$ cat src/rtl/rbg_pkg.sv
package rbg_pkg;
    localparam int OSC_W    = 6;
    localparam int WARM_W   = 20;
    localparam int LVL_W    = 8;
    localparam int THR_W    = 5;
    localparam int DIV_W    = 8;

    localparam int OFF_CTRL = 'h00;
    localparam int OFF_STAT = 'h04;
    localparam int OFF_DATA = 'h08;
    localparam int OFF_THR  = 'h0C;
    localparam int OFF_MASK = 'h10;

    typedef struct packed {
        logic [OSC_W-1:0] osc_b;
        logic [OSC_W-1:0] osc_a;
        logic [DIV_W-1:0] div_n;
        logic             src_div;
        logic             byp;
        logic             dbl;
        logic             en;
    } ctrl_t;

    function automatic logic [31:0] ctrl_pack(ctrl_t c);
        return {4'b0, c.osc_b, c.osc_a, c.div_n, 2'b0, c.src_div, c.byp,
                2'b0, c.dbl, c.en};
    endfunction

    function automatic ctrl_t ctrl_unpack(logic [31:0] w);
        ctrl_t c;
        c.osc_b   = w[27:22];
        c.osc_a   = w[21:16];
        c.div_n   = w[15:8];
        c.src_div = w[5];
        c.byp     = w[4];
        c.dbl     = w[1];
        c.en      = w[0];
        return c;
    endfunction
endpackage

$ cat src/rtl/rbg_entropy_src.sv
module rbg_entropy_src #(
    parameter int N_OSC   = 6,
    parameter bit EXT_SRC = 1'b1
) (
    input  logic             clk,
    input  logic             rst_n,
    input  logic [N_OSC-1:0] ent_osc,
    input  logic             ent_strobe,
    input  logic [N_OSC-1:0] off_a,
    input  logic [N_OSC-1:0] off_b,
    output logic             bit_a,
    output logic             bit_b,
    output logic             stb
);
    typedef struct packed {
        logic a;
        logic b;
        logic s;
    } src_state_t;

    src_state_t s_d, s_q;
    logic [N_OSC-1:0] lines;
    logic             raw_stb;

    generate
        if (EXT_SRC) begin : g_ext
            assign lines   = ent_osc;
            assign raw_stb = ent_strobe;
        end else begin : g_lfsr
            logic [15:0] lfsr_d, lfsr_q;
            always_comb begin
                lfsr_d = {lfsr_q[14:0],
                          lfsr_q[15] ^ lfsr_q[13] ^ lfsr_q[12] ^ lfsr_q[10]};
            end
            always_ff @(posedge clk or negedge rst_n) begin
                if (!rst_n) lfsr_q <= 16'hACE1;
                else        lfsr_q <= lfsr_d;
            end
            assign lines   = lfsr_q[N_OSC-1:0];
            assign raw_stb = 1'b1;
        end
    endgenerate

    always_comb begin
        s_d.a = ^(lines & ~off_a);
        s_d.b = ^(lines & ~off_b);
        s_d.s = raw_stb;
    end

    always_ff @(posedge clk or negedge rst_n) begin
        if (!rst_n) s_q <= '0;
        else        s_q <= s_d;
    end

    assign bit_a = s_q.a;
    assign bit_b = s_q.b;
    assign stb   = s_q.s;
endmodule

$ cat src/rtl/rbg_tick_gen.sv
module rbg_tick_gen #(
    parameter int DIV_W = 8
) (
    input  logic             clk,
    input  logic             rst_n,
    input  logic             en,
    input  logic             byp,
    input  logic             src_div,
    input  logic [DIV_W-1:0] div_n,
    input  logic             stb,
    output logic             tick
);
    localparam int CNT_W = DIV_W + 1;

    typedef struct packed {
        logic [CNT_W-1:0] cnt;
    } tick_state_t;

    tick_state_t      s_d, s_q;
    logic [CNT_W-1:0] limit;
    logic             div_hit;
    logic             div_mode;

    always_comb begin
        limit    = {div_n, 1'b1};
        div_hit  = (s_q.cnt == limit);
        div_mode = en && byp && src_div;
        s_d      = s_q;
        if (!div_mode || div_hit) s_d.cnt = '0;
        else                      s_d.cnt = s_q.cnt + 1'b1;
        if (!en)      tick = 1'b0;
        else if (byp) tick = src_div ? div_hit : 1'b1;
        else          tick = stb;
    end

    always_ff @(posedge clk or negedge rst_n) begin
        if (!rst_n) s_q <= '0;
        else        s_q <= s_d;
    end

    // divided ticks are never on consecutive cycles
    p_div_gap_r6: assert property (@(posedge clk) disable iff (!rst_n)
        (tick && div_mode) |=> !(tick && div_mode));
endmodule

$ cat src/rtl/rbg_packer.sv
module rbg_packer #(
    parameter int WORD_W = 32,
    parameter int WARM_W = 20
) (
    input  logic              clk,
    input  logic              rst_n,
    input  logic              tick,
    input  logic              dbl,
    input  logic              bit_a,
    input  logic              bit_b,
    input  logic              warm_load,
    input  logic [WARM_W-1:0] warm_val,
    output logic [WARM_W-1:0] warm,
    output logic              push,
    output logic [WORD_W-1:0] word
);
    localparam int CNT_W = $clog2(WORD_W) + 1;

    typedef struct packed {
        logic [WARM_W-1:0] warm;
        logic [WORD_W-1:0] sh;
        logic [CNT_W-1:0]  cnt;
        logic              push;
        logic [WORD_W-1:0] word;
    } pack_state_t;

    pack_state_t s_d, s_q;
    logic        nb;

    always_comb begin
        s_d      = s_q;
        s_d.push = 1'b0;
        nb       = 1'b0;
        if (tick) begin
            for (int i = 0; i < 2; i++) begin
                if (i == 0 || dbl) begin
                    nb = (i == 0) ? bit_a : bit_b;
                    if (s_d.warm != '0) begin
                        s_d.warm = s_d.warm - 1'b1;
                    end else begin
                        s_d.sh  = {s_d.sh[WORD_W-2:0], nb};
                        s_d.cnt = s_d.cnt + 1'b1;
                        if (s_d.cnt == CNT_W'(WORD_W)) begin
                            s_d.push = 1'b1;
                            s_d.word = s_d.sh;
                            s_d.cnt  = '0;
                        end
                    end
                end
            end
        end
        if (warm_load) s_d.warm = warm_val;
    end

    always_ff @(posedge clk or negedge rst_n) begin
        if (!rst_n) s_q <= '0;
        else        s_q <= s_d;
    end

    assign warm = s_q.warm;
    assign push = s_q.push;
    assign word = s_q.word;

    // with more than one bit of warm-up left, nothing can be kept
    p_warm_discard_r3: assert property (@(posedge clk) disable iff (!rst_n)
        (s_q.warm > WARM_W'(1)) |=> !push);
endmodule

$ cat src/rtl/rbg_fifo.sv
module rbg_fifo #(
    parameter int WORD_W = 32,
    parameter int DEPTH  = 16
) (
    input  logic              clk,
    input  logic              rst_n,
    input  logic              push,
    input  logic [WORD_W-1:0] wdata,
    input  logic              pop,
    output logic [WORD_W-1:0] head,
    output logic [$clog2(DEPTH+1)-1:0] level
);
    localparam int PTR_W = (DEPTH > 1) ? $clog2(DEPTH) : 1;
    localparam int LVL_W = $clog2(DEPTH + 1);

    typedef struct packed {
        logic [DEPTH-1:0][WORD_W-1:0] mem;
        logic [PTR_W-1:0]             rd;
        logic [PTR_W-1:0]             wr;
        logic [LVL_W-1:0]             cnt;
    } fifo_state_t;

    fifo_state_t s_d, s_q;
    logic        do_pop, do_push;

    function automatic logic [PTR_W-1:0] nxt(logic [PTR_W-1:0] p);
        return (p == PTR_W'(DEPTH - 1)) ? '0 : p + 1'b1;
    endfunction

    always_comb begin
        s_d     = s_q;
        do_pop  = pop && (s_q.cnt != '0);
        do_push = push && ((s_q.cnt != LVL_W'(DEPTH)) || do_pop);
        if (do_pop) s_d.rd = nxt(s_q.rd);
        if (do_push) begin
            s_d.mem[s_q.wr] = wdata;
            s_d.wr          = nxt(s_q.wr);
        end
        case ({do_push, do_pop})
            2'b10:   s_d.cnt = s_q.cnt + 1'b1;
            2'b01:   s_d.cnt = s_q.cnt - 1'b1;
            default: s_d.cnt = s_q.cnt;
        endcase
    end

    always_ff @(posedge clk or negedge rst_n) begin
        if (!rst_n) s_q <= '0;
        else        s_q <= s_d;
    end

    assign head  = s_q.mem[s_q.rd];
    assign level = s_q.cnt;

    p_no_overflow_r9: assert property (@(posedge clk) disable iff (!rst_n)
        level <= LVL_W'(DEPTH));
    p_full_drop_r9: assert property (@(posedge clk) disable iff (!rst_n)
        (level == LVL_W'(DEPTH) && push && !pop) |=> level == LVL_W'(DEPTH));
    p_empty_read_r8: assert property (@(posedge clk) disable iff (!rst_n)
        (level == '0 && pop && !push) |=> level == '0);
endmodule

$ cat src/rtl/rbg_periph.sv
module rbg_periph #(
    parameter int   ADDR_W     = 5,
    parameter int   FIFO_DEPTH = 16,
    parameter bit   EXT_SRC    = 1'b1,
    parameter logic [4:0] THR_RST = 5'h10
) (
    input  logic                     clk,
    input  logic                     rst_n,
    input  logic                     bus_en,
    input  logic                     bus_we,
    input  logic [ADDR_W-1:0]        bus_addr,
    input  logic [31:0]              bus_wdata,
    output logic [31:0]              bus_rdata,
    input  logic [rbg_pkg::OSC_W-1:0] ent_osc,
    input  logic                     ent_strobe,
    output logic                     irq
);
    import rbg_pkg::*;

    localparam int WORD_W = 32;
    localparam int FL_W   = $clog2(FIFO_DEPTH + 1);

    typedef struct packed {
        ctrl_t            ctrl;
        logic [THR_W-1:0] thr;
        logic             irq_off;
        logic [31:0]      rdata;
    } reg_state_t;

    reg_state_t s_d, s_q;

    logic              wr_acc, rd_acc, pop, warm_load, tick;
    logic              bit_a, bit_b, stb, push;
    logic [WARM_W-1:0] warm;
    logic [WORD_W-1:0] word, head;
    logic [FL_W-1:0]   level;
    logic [LVL_W-1:0]  level8;

    assign wr_acc    = bus_en && bus_we;
    assign rd_acc    = bus_en && !bus_we;
    assign pop       = rd_acc && (bus_addr == ADDR_W'(OFF_DATA));
    assign warm_load = wr_acc && (bus_addr == ADDR_W'(OFF_STAT));
    assign level8    = LVL_W'(level);

    rbg_entropy_src #(.N_OSC(OSC_W), .EXT_SRC(EXT_SRC)) u_src (
        .clk(clk), .rst_n(rst_n), .ent_osc(ent_osc), .ent_strobe(ent_strobe),
        .off_a(s_q.ctrl.osc_a), .off_b(s_q.ctrl.osc_b),
        .bit_a(bit_a), .bit_b(bit_b), .stb(stb));

    rbg_tick_gen #(.DIV_W(DIV_W)) u_tick (
        .clk(clk), .rst_n(rst_n), .en(s_q.ctrl.en), .byp(s_q.ctrl.byp),
        .src_div(s_q.ctrl.src_div), .div_n(s_q.ctrl.div_n), .stb(stb),
        .tick(tick));

    rbg_packer #(.WORD_W(WORD_W), .WARM_W(WARM_W)) u_pack (
        .clk(clk), .rst_n(rst_n), .tick(tick), .dbl(s_q.ctrl.dbl),
        .bit_a(bit_a), .bit_b(bit_b), .warm_load(warm_load),
        .warm_val(bus_wdata[WARM_W-1:0]), .warm(warm), .push(push),
        .word(word));

    rbg_fifo #(.WORD_W(WORD_W), .DEPTH(FIFO_DEPTH)) u_fifo (
        .clk(clk), .rst_n(rst_n), .push(push), .wdata(word), .pop(pop),
        .head(head), .level(level));

    always_comb begin
        s_d = s_q;
        if (wr_acc) begin
            if (bus_addr == ADDR_W'(OFF_CTRL)) s_d.ctrl    = ctrl_unpack(bus_wdata);
            if (bus_addr == ADDR_W'(OFF_THR))  s_d.thr     = bus_wdata[THR_W-1:0];
            if (bus_addr == ADDR_W'(OFF_MASK)) s_d.irq_off = bus_wdata[0];
        end
        if (rd_acc) begin
            s_d.rdata = '0;
            if (bus_addr == ADDR_W'(OFF_CTRL)) s_d.rdata = ctrl_pack(s_q.ctrl);
            if (bus_addr == ADDR_W'(OFF_STAT)) s_d.rdata = {level8, 4'b0, warm};
            if (bus_addr == ADDR_W'(OFF_DATA)) s_d.rdata = (level != '0) ? head : '0;
            if (bus_addr == ADDR_W'(OFF_THR))  s_d.rdata = 32'(s_q.thr);
            if (bus_addr == ADDR_W'(OFF_MASK)) s_d.rdata = 32'(s_q.irq_off);
        end
    end

    always_ff @(posedge clk or negedge rst_n) begin
        if (!rst_n) begin
            s_q         <= '0;
            s_q.thr     <= THR_RST;
        end else begin
            s_q <= s_d;
        end
    end

    assign bus_rdata = s_q.rdata;
    assign irq       = !s_q.irq_off && (level8 >= LVL_W'(s_q.thr));

    p_masked_quiet_r10: assert property (@(posedge clk) disable iff (!rst_n)
        s_q.irq_off |-> !irq);
    p_stopped_hold_r7: assert property (@(posedge clk) disable iff (!rst_n)
        (!s_q.ctrl.en && !$past(s_q.ctrl.en) && !pop) |=> $stable(level));
endmodule

$ cat config.mk
export PLATFORM = sky130hd
export DESIGN_NAME = rbg_periph
export DESIGN_NICKNAME = d
export VERILOG_FILES = /design/src/rtl/rbg_pkg.sv /design/src/rtl/rbg_entropy_src.sv /design/src/rtl/rbg_tick_gen.sv /design/src/rtl/rbg_packer.sv /design/src/rtl/rbg_fifo.sv /design/src/rtl/rbg_periph.sv
export SDC_FILE = /design/constraint.sdc
export NUM_CORES = 1
export LEC_CHECK = 0
export ABC_AREA = 1
export CORE_AREA = 8 8 295 297
export DETAILED_ROUTE_END_ITERATION = 16
export DIE_AREA = 0 0 303 305
export GPL_ROUTABILITY_DRIVEN = 0
export PLACE_DENSITY_LB_ADDON = 0.05
export SETUP_SLACK_MARGIN = 0.02
export SYNTH_ARGS = -nofsm -noshare
export SYNTH_HDL_FRONTEND = slang
export SYNTH_HIERARCHICAL = 1
export SYNTH_SLANG_ARGS = --single-unit
$ cat constraint.sdc
create_clock -name clk -period 3.3 [get_ports clk]
set_input_delay 0.495 -clock clk [delete_from_list [all_inputs] [get_ports clk]]
set_output_delay 0.495 -clock clk [all_outputs]
set_load 0.05 [all_outputs]
==> Word level (Yosys, flattened, before mapping) <==
Index checks and enable logic that the tools add are counted.
{ "totals": {"ff_bits": 690, "input_bits": 48, "output_inout_bits": 33, "wordCells": 121} }
{ "op_classes": {"addsub": 9, "n_lt_le_gt_ge": 4, "n_eq_ne": 12, "n_mux": 28, "n_bitwise": 4, "reduce_logical": 26} }
{ "ops": {"columns": ["operator", "n"], "rows": [
  ["512-bit bitwise mux", 1],
  ["91-bit 2-to-1 mux", 3],
  ["32-bit 2-to-1 mux", 7],
  ["71-bit 2-to-1 mux", 2],
  ["32-bit binary-select mux with 4-bit select", 1],
  ["32-bit demux with 4-bit select", 1],
  ["39-bit 2-to-1 mux", 2],
  ["20-bit 2-to-1 mux", 3],
  ["20-bit nonzero test", 2],
  ["20-bit by 1-bit subtractor with 20-bit output, second input constant", 2],
  ["28-bit 2-to-1 mux", 1],
  ["6-bit by 1-bit adder with 6-bit output, second input constant", 2],
  ["6-bit AND", 2],
  ["6-bit equality test, second input constant", 2],
  ["6-bit inverter", 2],
  ["6-bit parity", 2],
  ["5-bit by 4-bit equality test with 1-bit output, second input constant", 2],
  ["1-bit logical AND", 10],
  ["4-bit by 5-bit < comparator with 1-bit output, second input constant", 2],
  ["5-bit case mux with 2 select lines", 1],
  ["9-bit by 1-bit adder with 9-bit output, second input constant", 1],
  ["9-bit equality test", 1],
  ["9-bit 2-to-1 mux", 1],
  ["4-bit by 1-bit adder with 4-bit output, second input constant", 2],
  ["18 further kinds", 28]
]} }

==> Longest topological paths before layout <==
{ "depth": {"word_depth": 12, "depth_mapped": 23, "depth_no_buf": 21} }

==> By module <==
Netlist, hierarchy kept.
{ "by_module_without_submodules": {"columns": ["mod", "instances", "cells_each", "area_per_inst_um2"], "rows": [
  ["rbg_fifo", 1, 3574, 26422.8],
  ["rbg_packer", 1, 1134, 7234.4],
  ["rbg_periph", 1, 435, 3512.1],
  ["rbg_tick_gen", 1, 97, 665.6],
  ["rbg_entropy_src", 1, 79, 377.9]
]} }

==> Worst setup path after synthesis <==
No wires, ideal clock.
{ "synth_timing": {"path_type": "register to register", "startpoint": "register u_pack.s_q (netlist bit u_pack/warm[0])", "endpoint": "register u_pack.s_q (netlist bit u_pack/word[22])", "setup_time_ns": 0.118, "arrival_ns": 2.814, "required_ns": 3.182, "path_slack_ns": 0.368, "stages_incl_launch_ff": 19, "period_less_slack_ns": 2.932, "path_cell_list": "dfrtp_1 > inv_1 > ha_1 > nand2_1 > nor2_2 > nand3_4 > buf_6 > xor2_1 > ha_1 > nand2_1 > nor2_4 > nand2_1 > nor2_1 > nand2_1 > nor2_4 > buf_4 > nand3_1 > nand3_1 > nand2_1"} }
{ "synth_via": {"elab_chain_len": 8, "elab_cells_between_ends": 11, "classes_between": "add/sub (2); eq/ne (1); mux (6); reduce/logical (2)"} }
{ "synth_lines": {"columns": ["element", "line", "text"], "rows": [
  ["from (decl)", "rbg_packer.sv:27", "pack_state_t s_d, s_q;"],
  ["from (signal assigned)", "rbg_packer.sv:56", "if (!rst_n) s_q <= '0;"],
  ["from (signal assigned)", "rbg_packer.sv:57", "else s_q <= s_d;"],
  ["20-bit nonzero test", "rbg_packer.sv:38", "if (s_d.warm != '0) begin"],
  ["71-bit 2-to-1 mux", "rbg_packer.sv:38", null],
  ["91-bit 2-to-1 mux *", "rbg_packer.sv:34", "if (tick) begin"],
  ["6-bit by 1-bit adder with 6-bit output", "rbg_packer.sv:42", "s_d.cnt = s_d.cnt + 1'b1;"],
  ["6-bit equality test", "rbg_packer.sv:43", "if (s_d.cnt == CNT_W'(WORD_W)) begin"],
  ["39-bit 2-to-1 mux", "rbg_packer.sv:43", null],
  ["71-bit 2-to-1 mux", "rbg_packer.sv:38", null],
  ["91-bit 2-to-1 mux *", "rbg_packer.sv:36", "if (i == 0 || dbl) begin"]
]} }
Every way passes the cells marked *; elsewhere a longest branch is shown, timed or not. The select of a mux whose other input is x is not followed.
A chain may end at the register's enable or synchronous reset.

==> impl_metrics.csv <==
group,metric,value,unit
status,status,"finished, final reports clean",
routing,ant_nets,0,
synth,async_flop_share,100,%
clocking,clk_pin_slew,60,ps
synth,yosysMostFrequentCell,"nand2_1",
critical_path,path_max_fanout,3,
cells_and_area,nets,5272,
synth,ys_types,46,
critical_path,endpoint_kind,"output port",
critical_path,r2r_start,"u_pack/warm[0]$_DFFE_PN0P_",
grt,grt_pass1_wl,198000,um
clocking,htree_levels,3,
critical_path,path_buf_inv,2,
pwr,ir_drop,0.000426,V
timing,rsz0062_at_grt,"true",
synth,syn_area,0.0382,mm2
clocking,clock_path_buffers,3,
floorplan,die_area,0.0924,mm2
floorplan,start_util,46.2,%
timing,fin_crit_sh,96.2,%
pwr,powerDensity,540,mW/mm2
timing,fmax,0.315,GHz
flow_run,cap_violations,0,
critical_path,cp_cell_sequence,"inv_1 -> ha_1 -> a21oi_1 -> o21ai_0 -> a211oi_1 -> nor2_1 -> dlygate4sd2_1",
routing,drc,0,
hold_path,hold_class,"in2reg",
synth,synth_common_cells,"nand2_1, nand3_1, dfrtp_1, nor2_1, o21ai_0",
critical_path,regToRegSetupSlack,270,ps
routing,first_iter_violations,3322,
timing,relSlewSlack,28.5,%
clocking,numCtsBuffers,82,
clocking,root_buffer,"clkbuf_16",
grt,overflow,0,
floorplan,core,0.0826,mm2
floorplan,chipHeight,305,um
synth,ys_seq_area_share,45.1,%
timing,tightest_slew,1070,ps
floorplan,die_w,303,um
synth,synth_top_area_share,45.1,%
routing,vias,34300,
critical_path,crit_type,"reg2out",
synth,ys_seq_elements,689,
synth,syn-num-nets,5388,
critical_path,start_kind,"flip-flop",
grt,grt_pass1_vias,32900,
critical_path,crit_start,"s_q[37]$_DFFE_PN1P_",
floorplan,std_cell_rows,106,
critical_path,cp.arrival,2680,ps
placed_design,io_buffers,76,
timing,slew_viol_final,0,
synth,synth-main-ff-cell,"dfrtp_1",
timing,tns,0,ps
grt,grt_start_max_net_pins,89,
synth,syn_area_per_cell,7.18,um2
grt,grt_use_total,27.4,%
synth,synth_cells,5319,
timing,setup_violations,0,
synth,synth_area_leader_cell,"dfrtp_1",
cells_and_area,drive_above_1_share,8.65,%
pwr,power.leakage,22.2,nW
grt,antenna_found_initial,0,
routing,vias_per_cell,5.41,
floorplan,top_level_ports,81,
clocking,cts_tree,"built",
placed_design,hpwlAfterDp,82500,um
critical_path,path_delay_family,"compound AO/OA/AOI/OAI gates",
cells_and_area,fill_cells,8279,
timing,final.min_clock_period,3170,ps
timing,hold_viol,0,
critical_path,crit_slowest_cell,"dfstp_2",
timing,fin_skew,16.7,ps
critical_path,crit_required,2800,ps
placed_design,dpl-instance-area,0.0398,mm2
synth,synth_edf_count,0,
critical_path,crit_path_max_incr_delay,530,ps
routing,wirelength,128000,um
routing,dr.pass1.iters,6,
synth,ys_warn_count,6,
synth,synth_area_leaders,"dfrtp_1, nand2_1, nand3_1",
cells_and_area,areaGrowthSynthToFinish,11.3,%
cells_and_area,fin_area,0.0425,mm2
clocking,clk_latency,630,ps
routing,wl_per_cell,20.1,um
clocking,clock-sinks,689,
hold_path,holdCritStartpoint,"ent_strobe",
## layout by cell type, fill, tap and decap left out, drive strengths merged, types with 15 or more instances in the layout
| cell type | netlist | layout |
|---|---|---|
| nor2 | 578 | 578 |
| clkbuf | 151 | 127 |
| o21ai | 400 | 400 |
| nand2 | 1879 | 1879 |
| mux2 | 21 | 21 |
| clkinv | 4 | 15 |
| nand3 | 784 | 784 |
| nand4 | 22 | 22 |
| ha | 21 | 21 |
| dfrtp | 688 | 688 |
| o211ai | 37 | 37 |
| inv | 291 | 292 |
| clkdlybuf4s50 | 0 | 74 |
| a21oi | 34 | 34 |
| a22oi | 17 | 17 |
| buf | 326 | 201 |
## flip-flops by register name, indices dropped and copies added, names as in the netlist
| register | count |
|---|---|
| s_q | 30 |
| u_src/bit_a | 1 |
| u_tick/s_q | 9 |
| u_pack/word | 32 |
| u_fifo/level | 5 |
| u_src/stb | 1 |
| u_pack/push | 1 |
| u_pack/warm | 20 |
| u_src/bit_b | 1 |
| bus_rdata | 32 |
| u_fifo/s_q | 520 |
| u_pack/s_q | 37 |
## metrics by stage
step	setup WS [ps]	util, %	hold slack [ps]	power, mW	cells
final	126	51.5	313	23.0	6342
after global routing	15.3	51.5	299	24.0	6341
after CTS	91.3	51.4	277	23.0	6339
after detailed placement	149	48.2	453	13.9	6196
after global placement	183	48.2	448	13.9	6196
after floorplan	368	-	199	12.3	5319
## power breakdown
| group | total [mW] | internal [mW] | switching, mW | leakage, nW |
|---|---|---|---|---|
| Combinational | 4.96 | 1.63 | 3.34 | 11.6 |
| Sequential | 8.91 | 8.67 | 0.242 | 9.37 |
| Clock | 9.08 | 5.43 | 3.65 | 1.32 |
| Total | 23.0 | 15.7 | 7.23 | 22.2 |
## layer usage
layer / wire length [um] / share of wire, % / track usage, % / up-vias
met5: 0 / 0 / 0 / -
met4: 5460 / 4.3 / 10.6 / 0
met3: 7730 / 6.1 / 4.02 / 219
met2: 57500 / 45 / 42.7 / 1053
met1: 57000 / 45 / 38.4 / 16500
li1: - / - / - / 16600
## timing repair
action	4_1_cts	5_1_grt
endpoints found under the setup margin	1	43
resized for setup	1	9
endpoints found under the hold margin	52	0
pin swaps	0	1
buffers inserted	0	2
hold buffers	1	0
## cells by family after synthesis
| family | share of synthesized area (%) |
|---|---|
| AND/OR/NAND/NOR | 36.0 |
| buffers and inverters | 9.82 |
| XOR/XNOR | 0.504 |
| flip-flops | 45.1 |
| AO/OA/AOI/OAI | 7.08 |
| adder cells (fa/ha/maj) | 0.688 |
| multiplexers | 0.756 |
## layout make-up
cell class / instances / area (um2) / share of cell area [%]
clock buffer: 127 / 2510 / 5.90
multi-input combinational: 3858 / 17300 / 40.8
timing repair buffer: 277 / 2780 / 6.55
sequential: 689 / 17300 / 40.6
antenna: 1 / 2.50 / 0.00589
clock inverter: 15 / 158 / 0.371
inverter: 295 / 1120 / 2.64
tap: 1080 / 1350 / 3.18
## final timing paths
check / endpoint / cells after the start
setup / recovery: irq / 7
max in group asynchronous: s_q[37]$_DFFE_PN1P_ / 3
setup reg to reg: u_pack/word[24]$_DFFE_PN0P_ / 18
hold reg to reg: u_fifo/s_q[240]$_DFFE_PN0P_ / 2
min in group asynchronous: u_fifo/s_q[511]$_DFFE_PN0P_ / 2
hold / removal: u_src/stb$_DFF_PN0_ / 1
Power figures use the tool's default switching activity.
